`src/rtl/pkt_tx_pkg.sv`:
```
package pkt_tx_pkg;

  // Frame slot within one packet; order is the order on the wire
  typedef enum logic [1:0] {
    FR_SYNC_A = 2'd0,
    FR_SYNC_B = 2'd1,
    FR_DATA   = 2'd2,
    FR_CHECK  = 2'd3
  } frame_sel_e;

  localparam int FRAMES_PER_PKT = 4;

endpackage

```
`src/rtl/pkt_bit_timer.sv`:
```
module pkt_bit_timer #(
  parameter int CLKS_PER_BIT = 1000
) (
  input  logic clk,
  input  logic rst,
  input  logic run,
  input  logic restart,
  output logic bit_end
);
  localparam int CNT_W = (CLKS_PER_BIT > 1) ? $clog2(CLKS_PER_BIT) : 1;
  localparam logic [CNT_W-1:0] LAST = CNT_W'(CLKS_PER_BIT - 1);

  logic [CNT_W-1:0] cnt_q;

  assign bit_end = run && (cnt_q == LAST);

  always_ff @(posedge clk) begin
    if (rst) begin
      cnt_q <= '0;
    end else if (restart || !run || cnt_q == LAST) begin
      cnt_q <= '0;
    end else begin
      cnt_q <= cnt_q + 1'b1;
    end
  end


  cnt_range_chk: assert property (@(posedge clk) disable iff (rst)
    cnt_q <= LAST);


  wrap_after_end_chk: assert property (@(posedge clk) disable iff (rst)
    bit_end |=> (cnt_q == '0));

endmodule

```
`src/rtl/pkt_frame_ser.sv`:
```
module pkt_frame_ser #(
  parameter int DATA_W = 8
) (
  input  logic              clk,
  input  logic              rst,
  input  logic              load,
  input  logic [DATA_W-1:0] load_byte,
  input  logic              bit_end,
  output logic              line,
  output logic              running,
  output logic              frame_done
);
  localparam int BITS  = DATA_W + 2;
  localparam int BCW   = $clog2(BITS + 1);
  localparam logic [BCW-1:0] LAST_BIT = BCW'(BITS - 1);

  logic [DATA_W:0] sh_q;
  logic [BCW-1:0]  bcnt_q;

  assign frame_done = running && bit_end && (bcnt_q == LAST_BIT);

  always_ff @(posedge clk) begin
    if (rst) begin
      line    <= 1'b1;
      running <= 1'b0;
      bcnt_q  <= '0;
      sh_q    <= '1;
    end else if (load) begin
      line    <= 1'b0;
      sh_q    <= {1'b1, load_byte};
      bcnt_q  <= '0;
      running <= 1'b1;
    end else if (running && bit_end) begin
      if (bcnt_q == LAST_BIT) begin
        running <= 1'b0;
        line    <= 1'b1;
      end else begin
        line   <= sh_q[0];
        sh_q   <= {1'b1, sh_q[DATA_W:1]};
        bcnt_q <= bcnt_q + 1'b1;
      end
    end
  end


  line_hold_chk: assert property (@(posedge clk) disable iff (rst)
    (running && !bit_end && !load) |=> $stable(line));


  start_low_chk: assert property (@(posedge clk) disable iff (rst)
    load |=> !line);


  stop_high_chk: assert property (@(posedge clk) disable iff (rst)
    frame_done |-> line);


  bit_count_chk: assert property (@(posedge clk) disable iff (rst)
    bcnt_q <= LAST_BIT);

endmodule

```
`src/rtl/pkt_sequencer.sv`:
```
module pkt_sequencer
  import pkt_tx_pkg::*;
#(
  parameter int              DATA_W = 8,
  parameter logic [DATA_W-1:0] SYNC_A = 8'h99,
  parameter logic [DATA_W-1:0] SYNC_B = 8'h88
) (
  input  logic              clk,
  input  logic              rst,
  input  logic              in_valid,
  input  logic [DATA_W-1:0] in_data,
  input  logic              frame_done,
  output logic              in_ready,
  output logic              busy,
  output logic              load,
  output logic [DATA_W-1:0] load_byte
);
  frame_sel_e        idx_q;
  logic [DATA_W-1:0] payload_q;
  logic              accept;
  logic              pkt_last;

  assign accept   = in_valid && in_ready;
  assign pkt_last = frame_done && (idx_q == FR_CHECK);
  assign load     = accept || (frame_done && idx_q != FR_CHECK);

  always_comb begin
    if (accept) begin
      load_byte = SYNC_A;
    end else begin
      unique case (idx_q)
        FR_SYNC_A: load_byte = SYNC_B;
        FR_SYNC_B: load_byte = payload_q;
        FR_DATA:   load_byte = ~payload_q;
        default:   load_byte = SYNC_A;
      endcase
    end
  end

  always_ff @(posedge clk) begin
    if (rst) begin
      busy      <= 1'b0;
      in_ready  <= 1'b1;
      idx_q     <= FR_SYNC_A;
      payload_q <= '0;
    end else if (accept) begin
      busy      <= 1'b1;
      in_ready  <= 1'b0;
      idx_q     <= FR_SYNC_A;
      payload_q <= in_data;
    end else if (frame_done) begin
      if (pkt_last) begin
        busy     <= 1'b0;
        in_ready <= 1'b1;
      end else begin
        idx_q <= frame_sel_e'(idx_q + 2'd1);
      end
    end
  end


  ready_busy_chk: assert property (@(posedge clk) disable iff (rst)
    busy |-> !in_ready);


  release_chk: assert property (@(posedge clk) disable iff (rst)
    pkt_last |=> (in_ready && !busy));


  payload_hold_chk: assert property (@(posedge clk) disable iff (rst)
    (in_valid && !in_ready) |=> $stable(payload_q));


  accept_chk: assert property (@(posedge clk) disable iff (rst)
    accept |=> (busy && !in_ready));

endmodule

```
`src/rtl/pkt_serial_tx.sv`:
```
module pkt_serial_tx #(
  parameter int                CLKS_PER_BIT = 1000,
  parameter int                DATA_W       = 8,
  parameter logic [DATA_W-1:0] SYNC_A       = 8'h99,
  parameter logic [DATA_W-1:0] SYNC_B       = 8'h88
) (
  input  logic              clk,
  input  logic              rst,
  input  logic              in_valid,
  output logic              in_ready,
  input  logic [DATA_W-1:0] in_data,
  output logic              busy,
  output logic              tx_line
);
  logic              load;
  logic [DATA_W-1:0] load_byte;
  logic              bit_end;
  logic              running;
  logic              frame_done;

  pkt_sequencer #(
    .DATA_W (DATA_W),
    .SYNC_A (SYNC_A),
    .SYNC_B (SYNC_B)
  ) u_seq (
    .clk        (clk),
    .rst        (rst),
    .in_valid   (in_valid),
    .in_data    (in_data),
    .frame_done (frame_done),
    .in_ready   (in_ready),
    .busy       (busy),
    .load       (load),
    .load_byte  (load_byte)
  );

  pkt_bit_timer #(
    .CLKS_PER_BIT (CLKS_PER_BIT)
  ) u_timer (
    .clk     (clk),
    .rst     (rst),
    .run     (running),
    .restart (load),
    .bit_end (bit_end)
  );

  pkt_frame_ser #(
    .DATA_W (DATA_W)
  ) u_ser (
    .clk        (clk),
    .rst        (rst),
    .load       (load),
    .load_byte  (load_byte),
    .bit_end    (bit_end),
    .line       (tx_line),
    .running    (running),
    .frame_done (frame_done)
  );


  idle_high_chk: assert property (@(posedge clk) disable iff (rst)
    !busy |-> tx_line);


  busy_covers_line_chk: assert property (@(posedge clk) disable iff (rst)
    running |-> busy);

endmodule

```
`config.mk`:
```
export PLATFORM = sky130hd
export DESIGN_NAME = pkt_serial_tx
export DESIGN_NICKNAME = d
export VERILOG_FILES = /design/src/rtl/pkt_tx_pkg.sv /design/src/rtl/pkt_bit_timer.sv /design/src/rtl/pkt_frame_ser.sv /design/src/rtl/pkt_sequencer.sv /design/src/rtl/pkt_serial_tx.sv
export SDC_FILE = /design/constraint.sdc
export NUM_CORES = 1
export LEC_CHECK = 0
export ABC_AREA = 1
export BUFFER_PORTS_ARGS = -buffer_cell sky130_fd_sc_hd__buf_4
export CAP_MARGIN = 0
export CORE_AREA = 2 2 50 87
export CTS_CLUSTER_DIAMETER = 40
export DETAILED_ROUTE_END_ITERATION = 8
export DIE_AREA = 0 0 52 89
export GPL_TIMING_DRIVEN = 0
export REMOVE_ABC_BUFFERS = 1
export SLEW_MARGIN = 20
export SYNTH_ARGS = -nofsm -noshare
export SYNTH_HDL_FRONTEND = slang
export SYNTH_SLANG_ARGS = --single-unit
```
`constraint.sdc`:
```
create_clock -name clk -period 2.96 [get_ports clk]
set_input_delay 0 -clock clk [delete_from_list [all_inputs] [get_ports clk]]
set_output_delay 0 -clock clk [all_outputs]
set_load 0.05 [all_outputs]
```
# == Word-level counts from Yosys, hierarchy flattened ==
# Index checks and enable logic that the tools add are counted.
# W data, S select, Z words.
# op_classes
n_addsub,3
eq_ne,7
muxes,17
bitwise_logic,3
n_reduce_logical,23
# ops
operator,count
$mux W8,4
$pmux W8 S3,1
$mux W1,12
$add A10 B1 Y10 const B,1
$eq A10 B10 Y1 const B,1
$reduce_and A2 Y1,5
$not A8 Y8,1
$reduce_bool A2 Y1,4
$logic_and A1 B1 Y1,6
$reduce_or A2 Y1,3
$add A4 B1 Y4 const B,1
$eq A2 B2 Y1 const B,2
$eq A4 B4 Y1 const B,1
$ne A2 B2 Y1 const B,2
$logic_or A1 B1 Y1,3
$add A2 B1 Y2 const B,1
$eq A2 B1 Y1 const B,1
$logic_not A2 Y1,1
$not A1 Y1,2
$logic_not A1 Y1,1
# word_totals
regBits,36
output_inout_bits,3
elab_cells,62

# == Longest topological paths before layout ==
# depth
ltp_word,9
ltp_mapped,11
ltp_nobuf,11

# == By module ==
# From an unflattened synthesis, not the netlist that was laid out.
# hier_totals
cells_unflattened,245
hier_area_um2,1854.3
# modules_own_cells
mod,instances,cells_per_inst,area_per_inst_um2,seq_area_each_um2
pkt_frame_ser,1,93,715.7,280.3
pkt_sequencer,1,88,671.9,240.2
pkt_bit_timer,1,64,466.7,200.2

# == Least setup slack after synthesis ==
# No wires, ideal clock.
# synth_timing
path_type,reg2reg
from,register u_timer.cnt_q[0]
to,register u_ser.sh_q[0]
setup_ps,134
arrival_ps,1467
t_required_ps,2826
setup_slack_ps,1360
stages_incl_launch_ff,12
path_buffers,1
path_cell_list,dfxtp_1 > ha_1 > nand2_1 > nor2_1 > nand3_2 > nor2_4 > nand3_4 > buf_6 > nand3_1 > nand2_1 > nand2_1 > nand3_1
# synth_between
elab_chain_cells,8
elab_cells_between_ends,10
# synth_rtl
element,line_no,source
start: declaration,pkt_bit_timer.sv:13,logic [CNT_W-1:0] cnt_q;
start signal: assignment,pkt_bit_timer.sv:23,cnt_q <= cnt_q + 1'b1;
$eq A10 B10 Y1 (*),pkt_bit_timer.sv:15,assign bit_end = run && (cnt_q == LAST);
$logic_and A1 B1 Y1 (*),pkt_bit_timer.sv:15,
$logic_and A1 B1 Y1 (*),"pkt_frame_ser.sv:20, pkt_frame_ser.sv:33",
$logic_and A1 B1 Y1,pkt_frame_ser.sv:20,assign frame_done = running && bit_end && (bcnt_q == LAST_BIT);
$logic_and A1 B1 Y1,pkt_sequencer.sv:25,assign load = accept || (frame_done && idx_q != FR_CHECK);
$logic_or A1 B1 Y1,pkt_sequencer.sv:25,
$ne A2 B2 Y1 (no line) / $reduce_bool A2 Y1 (equally long branches),--,
$reduce_and A2 Y1 (no line),--,
end signal: assignment,pkt_frame_ser.sv:30,"sh_q <= {1'b1, load_byte};"
end signal: assignment,pkt_frame_ser.sv:39,"sh_q <= {1'b1, sh_q[DATA_W:1]};"
end: declaration,pkt_frame_ser.sv:17,logic [DATA_W:0] sh_q;
# Every way passes the cells marked *; elsewhere a longest branch is shown, timed or not.
# A chain may end at the register's enable or synchronous reset.

# == Worst setup path after layout ==
# layout_timing
from,register u_seq.in_ready
to,register u_timer.cnt_q[3]
# layout_between
elab_chain_cells,5
# layout_rtl
element,line_no,source
start: declaration,pkt_sequencer.sv:13,"output logic in_ready,"
start signal: assignment,pkt_sequencer.sv:43,in_ready <= 1'b1;
start signal: assignment,pkt_sequencer.sv:48,in_ready <= 1'b0;
start signal: assignment,pkt_sequencer.sv:54,in_ready <= 1'b1;
$logic_and A1 B1 Y1,pkt_sequencer.sv:23,assign accept = in_valid && in_ready;
$logic_or A1 B1 Y1,pkt_sequencer.sv:25,
$logic_or A1 B1 Y1 (2 in a row),pkt_bit_timer.sv:20,end else if (restart || !run || cnt_q == LAST) begin
$reduce_or A2 Y1 (no line),--,
# No other way between the ends.

==> results list <==
* Area share of the leading cell type in the synthesized netlist: 0.421
* Fraction of layout instances using a drive strength above 1: 0.122
- Wires add up to 3300 um.
- Remaining design rule violation count: 0
* Worst EP arrival: 2.52 ns
- The worst setup path is of the reg -> reg kind.
- The later pin in the worst-skew pair is clocked with a latency of 0.29 ns.
* Outcome: complete, no violations
* First-pass GRT wire length: 5940 um
- CTS resizes: 0
- Required time of the critical path: 3.16 ns
- The via count of the first global-routing pass is 1,460.
- Final cycle utilization of the critical path: 0.783
* RSZ-0062 raised after global routing: false
- The clock passes through at most 2 buffers.
* Number of nets in the layout: 273
- Dividing total power by cell area gives a power density of 477 nW/um^2.
* Die width: 52 um
- In the synthesized netlist the async set-or-reset flop fraction comes to 0.
- Post-synthesis instance area: 1710 sq um
* Leak: 0.836 nW
- Min-Delay Path Class: in -> reg
- Yosys warns: 0
- Via count of the routed design: 1,452
- Clock skew on the completed layout was measured at 0.00852 ns.
- Derived from the worst setup path, the maximum achievable clock frequency is 0.432 GHz.
- Crit-path max FO: 23
- For the pin with the worst max-slew slack, the measured transition is 0.760 ns.
- Area growth from synthesis to final layout: 17.6%
- Final critical path time including I/O delays and setup: 2.32 ns
- The number of antenna diodes in the final layout is 0.
* Final max-slew violation count: 0
* Number of top-level design ports: 14
- Core Footprint: 3870 sq um
- Overall Global Routing Usage: 0.170
- Entering global routing, the biggest net connects 24 pins.
- Register bit count reported by yosys: 36
- Share of synthesized area occupied by flip-flops and latches: 0.421
* PortBufs: 13
- Clock tree from TritonCTS: built
- Dividing the detail-routed via count by the number of cells gives 4.79.
- CTS saw 36 sinks.
* Final setup viols: 0
* Primary FF master, synth: sky130_fd_sc_hd__dfxtp_1
- The tool flagged a number of max-cap violations equal to 0.
- Once detail routing completed, the nets flagged for antenna violations numbered 0.
- The worst setup path is captured at a flip-flop.
- Headroom to the max-slew limit came out at 0.492.
- Synthesis handed over a netlist of 230 instances.
- Height of the die: 89 um
- Number of buffers inserted during clock tree synthesis: 5
- The H-tree generated during clock tree synthesis spans 2 levels.
* Average cell area after synthesis: 7.44 sq um
* Final count of hold timing violations: 0
* Worst vdd ir: 0.305 mV
- The worst setup path is launched from a flip-flop.
- Yosys instantiated no cell more often than sky130_fd_sc_hd__nand2_1.
- The root buffer cell chosen for the clock tree is sky130_fd_sc_hd__clkbuf_8.
- The synthesized design spends more area on one cell type than any other, namely sky130_fd_sc_hd__dfxtp_1.
- In this run, the number of DRC markers left after iteration 0 of detailed routing was 37.
- Distinct cell type count of the synthesized netlist: 27
* Reg clk slew, reported paths: 0.07 ns
* Mean routed wirelength per cell: 10.9 um
* Total grt overflow: 0
- Std cell rows: 30
- The initial utilization of the core area, before any placement, comes to 0.442.
* Number of iterations in the first detailed-routing pass: 4
* Utilization of the core after routing: 0.520
- Antenna violations before repair: 0
- Counting instances in the post-synthesis netlist gives the leading cell types as sky130_fd_sc_hd__nand2_1 (56), sky130_fd_sc_hd__dfxtp_1 (36), sky130_fd_sc_hd__nor2_1 (36).
- Final RePlAce weighted congestion: 0.774
* Dominant cells by area after synthesis: sky130_fd_sc_hd__dfxtp_1 (42%), sky130_fd_sc_hd__nand2_1 (12%), sky130_fd_sc_hd__nor2_1 (7.9%), sky130_fd_sc_hd__o21ai_0 (5.3%), sky130_fd_sc_hd__ha_1 (5.1%)
- The synthesized design contains 0 enable-type register cells.
- The floorplan step defined a die boundary enclosing 4630 sq um.
- Final TNS setup: 0 ns
- Summed over all nets, the half-perimeter wirelength after detailed placement is 2350 um.
[report_power, final]
| part | total (mW) | switching (mW) | internal [mW] |
|---|---|---|---|
| logic | 0.113 | 0.0657 | 0.0469 |
| registers | 0.522 | 0.0134 | 0.508 |
| clock network | 0.326 | 0.166 | 0.160 |
| total | 0.960 | 0.245 | 0.715 |
[final cells by class]
type	instances	area [sq um]
multi-input cells	169	887
well taps	48	60.1
flip-flops and latches	36	721
fillers	404	1850
clock buffers	6	72.6
repair buffers	22	188
inverters	21	78.8
clock inverters	1	5.00
[metal layers]
layer | track usage | share of wire | up-vias
li1 | - | - | 783
met1 | 0.166 | 0.42 | 639
met2 | 0.321 | 0.53 | 21
met3 | 0.0351 | 0.024 | 9
met4 | 0.0957 | 0.030 | 0
met5 | 0 | 0 | -
[worst max-delay path, stage by stage (launching register included)]
cell and delay (ns):
sky130_fd_sc_hd__dfxtp_1 0.32, sky130_fd_sc_hd__nand2_1 0.56, sky130_fd_sc_hd__clkinv_1 0.48, sky130_fd_sc_hd__nor2_2 0.32
sky130_fd_sc_hd__nand4_2 0.30, sky130_fd_sc_hd__nor3b_1 0.24
[registers in the layout (all words and copies together) (netlist names)]
register,cells
u_seq.busy,1
u_seq.idx_q,2
u_seq.in_ready,1
u_seq.payload_q,8
u_ser.bcnt_q,4
u_ser.line,1
u_ser.running,1
u_ser.sh_q,8
u_timer.cnt_q,10
[through the flow]
| stage | total power, mW | hold slack [ns] | std cells | area, sq um | worst slack (ns) |
|---|---|---|---|---|---|
| 2_1_floorplan | 0.605 | 0.0691 | 226 | 1690 | 1.02 |
| 3_3_place_gp | 0.636 | 0.179 | 287 | 1840 | 0.596 |
| 3_5_place_dp | 0.637 | 0.181 | 287 | 1840 | 0.563 |
| 4_1_cts | 0.976 | 0.419 | 303 | 2010 | 0.552 |
| 5_1_grt | 1.01 | 0.457 | 303 | 2010 | 0.434 |
| 6_report | 0.960 | 0.427 | 303 | 2010 | 0.643 |
[worst paths after layout]
check	cells past startpoint	slack, ns	end	start
worst min-delay path	3	0.43	u_seq.busy	rst
worst min register to register	1	0.45	u_timer.cnt_q[0]	u_timer.cnt_q[0]
worst max register to register	5	0.64	u_timer.cnt_q[3]	u_seq.in_ready
worst max-delay path	5	0.64	u_timer.cnt_q[3]	u_seq.in_ready
[kinds of logic (layout without fill, tap and decap cells)]
kind of cell / count (synthesis) / after routing / share of synthesized area
DFF: 36 / 36 / 0.421
adders and majority gates: 7 / 7 / 0.0512
xor gates and xnor gates: 8 / 8 / 0.0410
and+or+nand+nor: 123 / 123 / 0.321
AOI/OAI and AO/OA: 31 / 31 / 0.105
buffers and inverters: 25 / 50 / 0.0600
[layout by cell type, fill, tap and decap left out, types with 2 or more instances in the layout]
master and instances:
sky130_fd_sc_hd__dlygate4sd3_1 9, sky130_fd_sc_hd__buf_4 13, sky130_fd_sc_hd__nand3_2 2, sky130_fd_sc_hd__ha_1 7, sky130_fd_sc_hd__nor3b_1 2, sky130_fd_sc_hd__nand3_1 16, sky130_fd_sc_hd__xnor2_1 2, sky130_fd_sc_hd__dfxtp_1 36
sky130_fd_sc_hd__nor3_1 2, sky130_fd_sc_hd__o21ai_0 18, sky130_fd_sc_hd__inv_1 19, sky130_fd_sc_hd__clkbuf_8 5, sky130_fd_sc_hd__nand4_1 2, sky130_fd_sc_hd__o21ai_2 4, sky130_fd_sc_hd__or2_0 2, sky130_fd_sc_hd__a21oi_1 5
sky130_fd_sc_hd__nor2_1 36, sky130_fd_sc_hd__nand2_1 56, sky130_fd_sc_hd__xor2_1 6, sky130_fd_sc_hd__o211ai_1 4
[repair_timing]
action,4_1_cts,5_1_grt
hold endpoints to repair,9,0
setup buffers,0,0
hold buffers,9,0
Note: power is estimated with default switching activity, not from simulation.
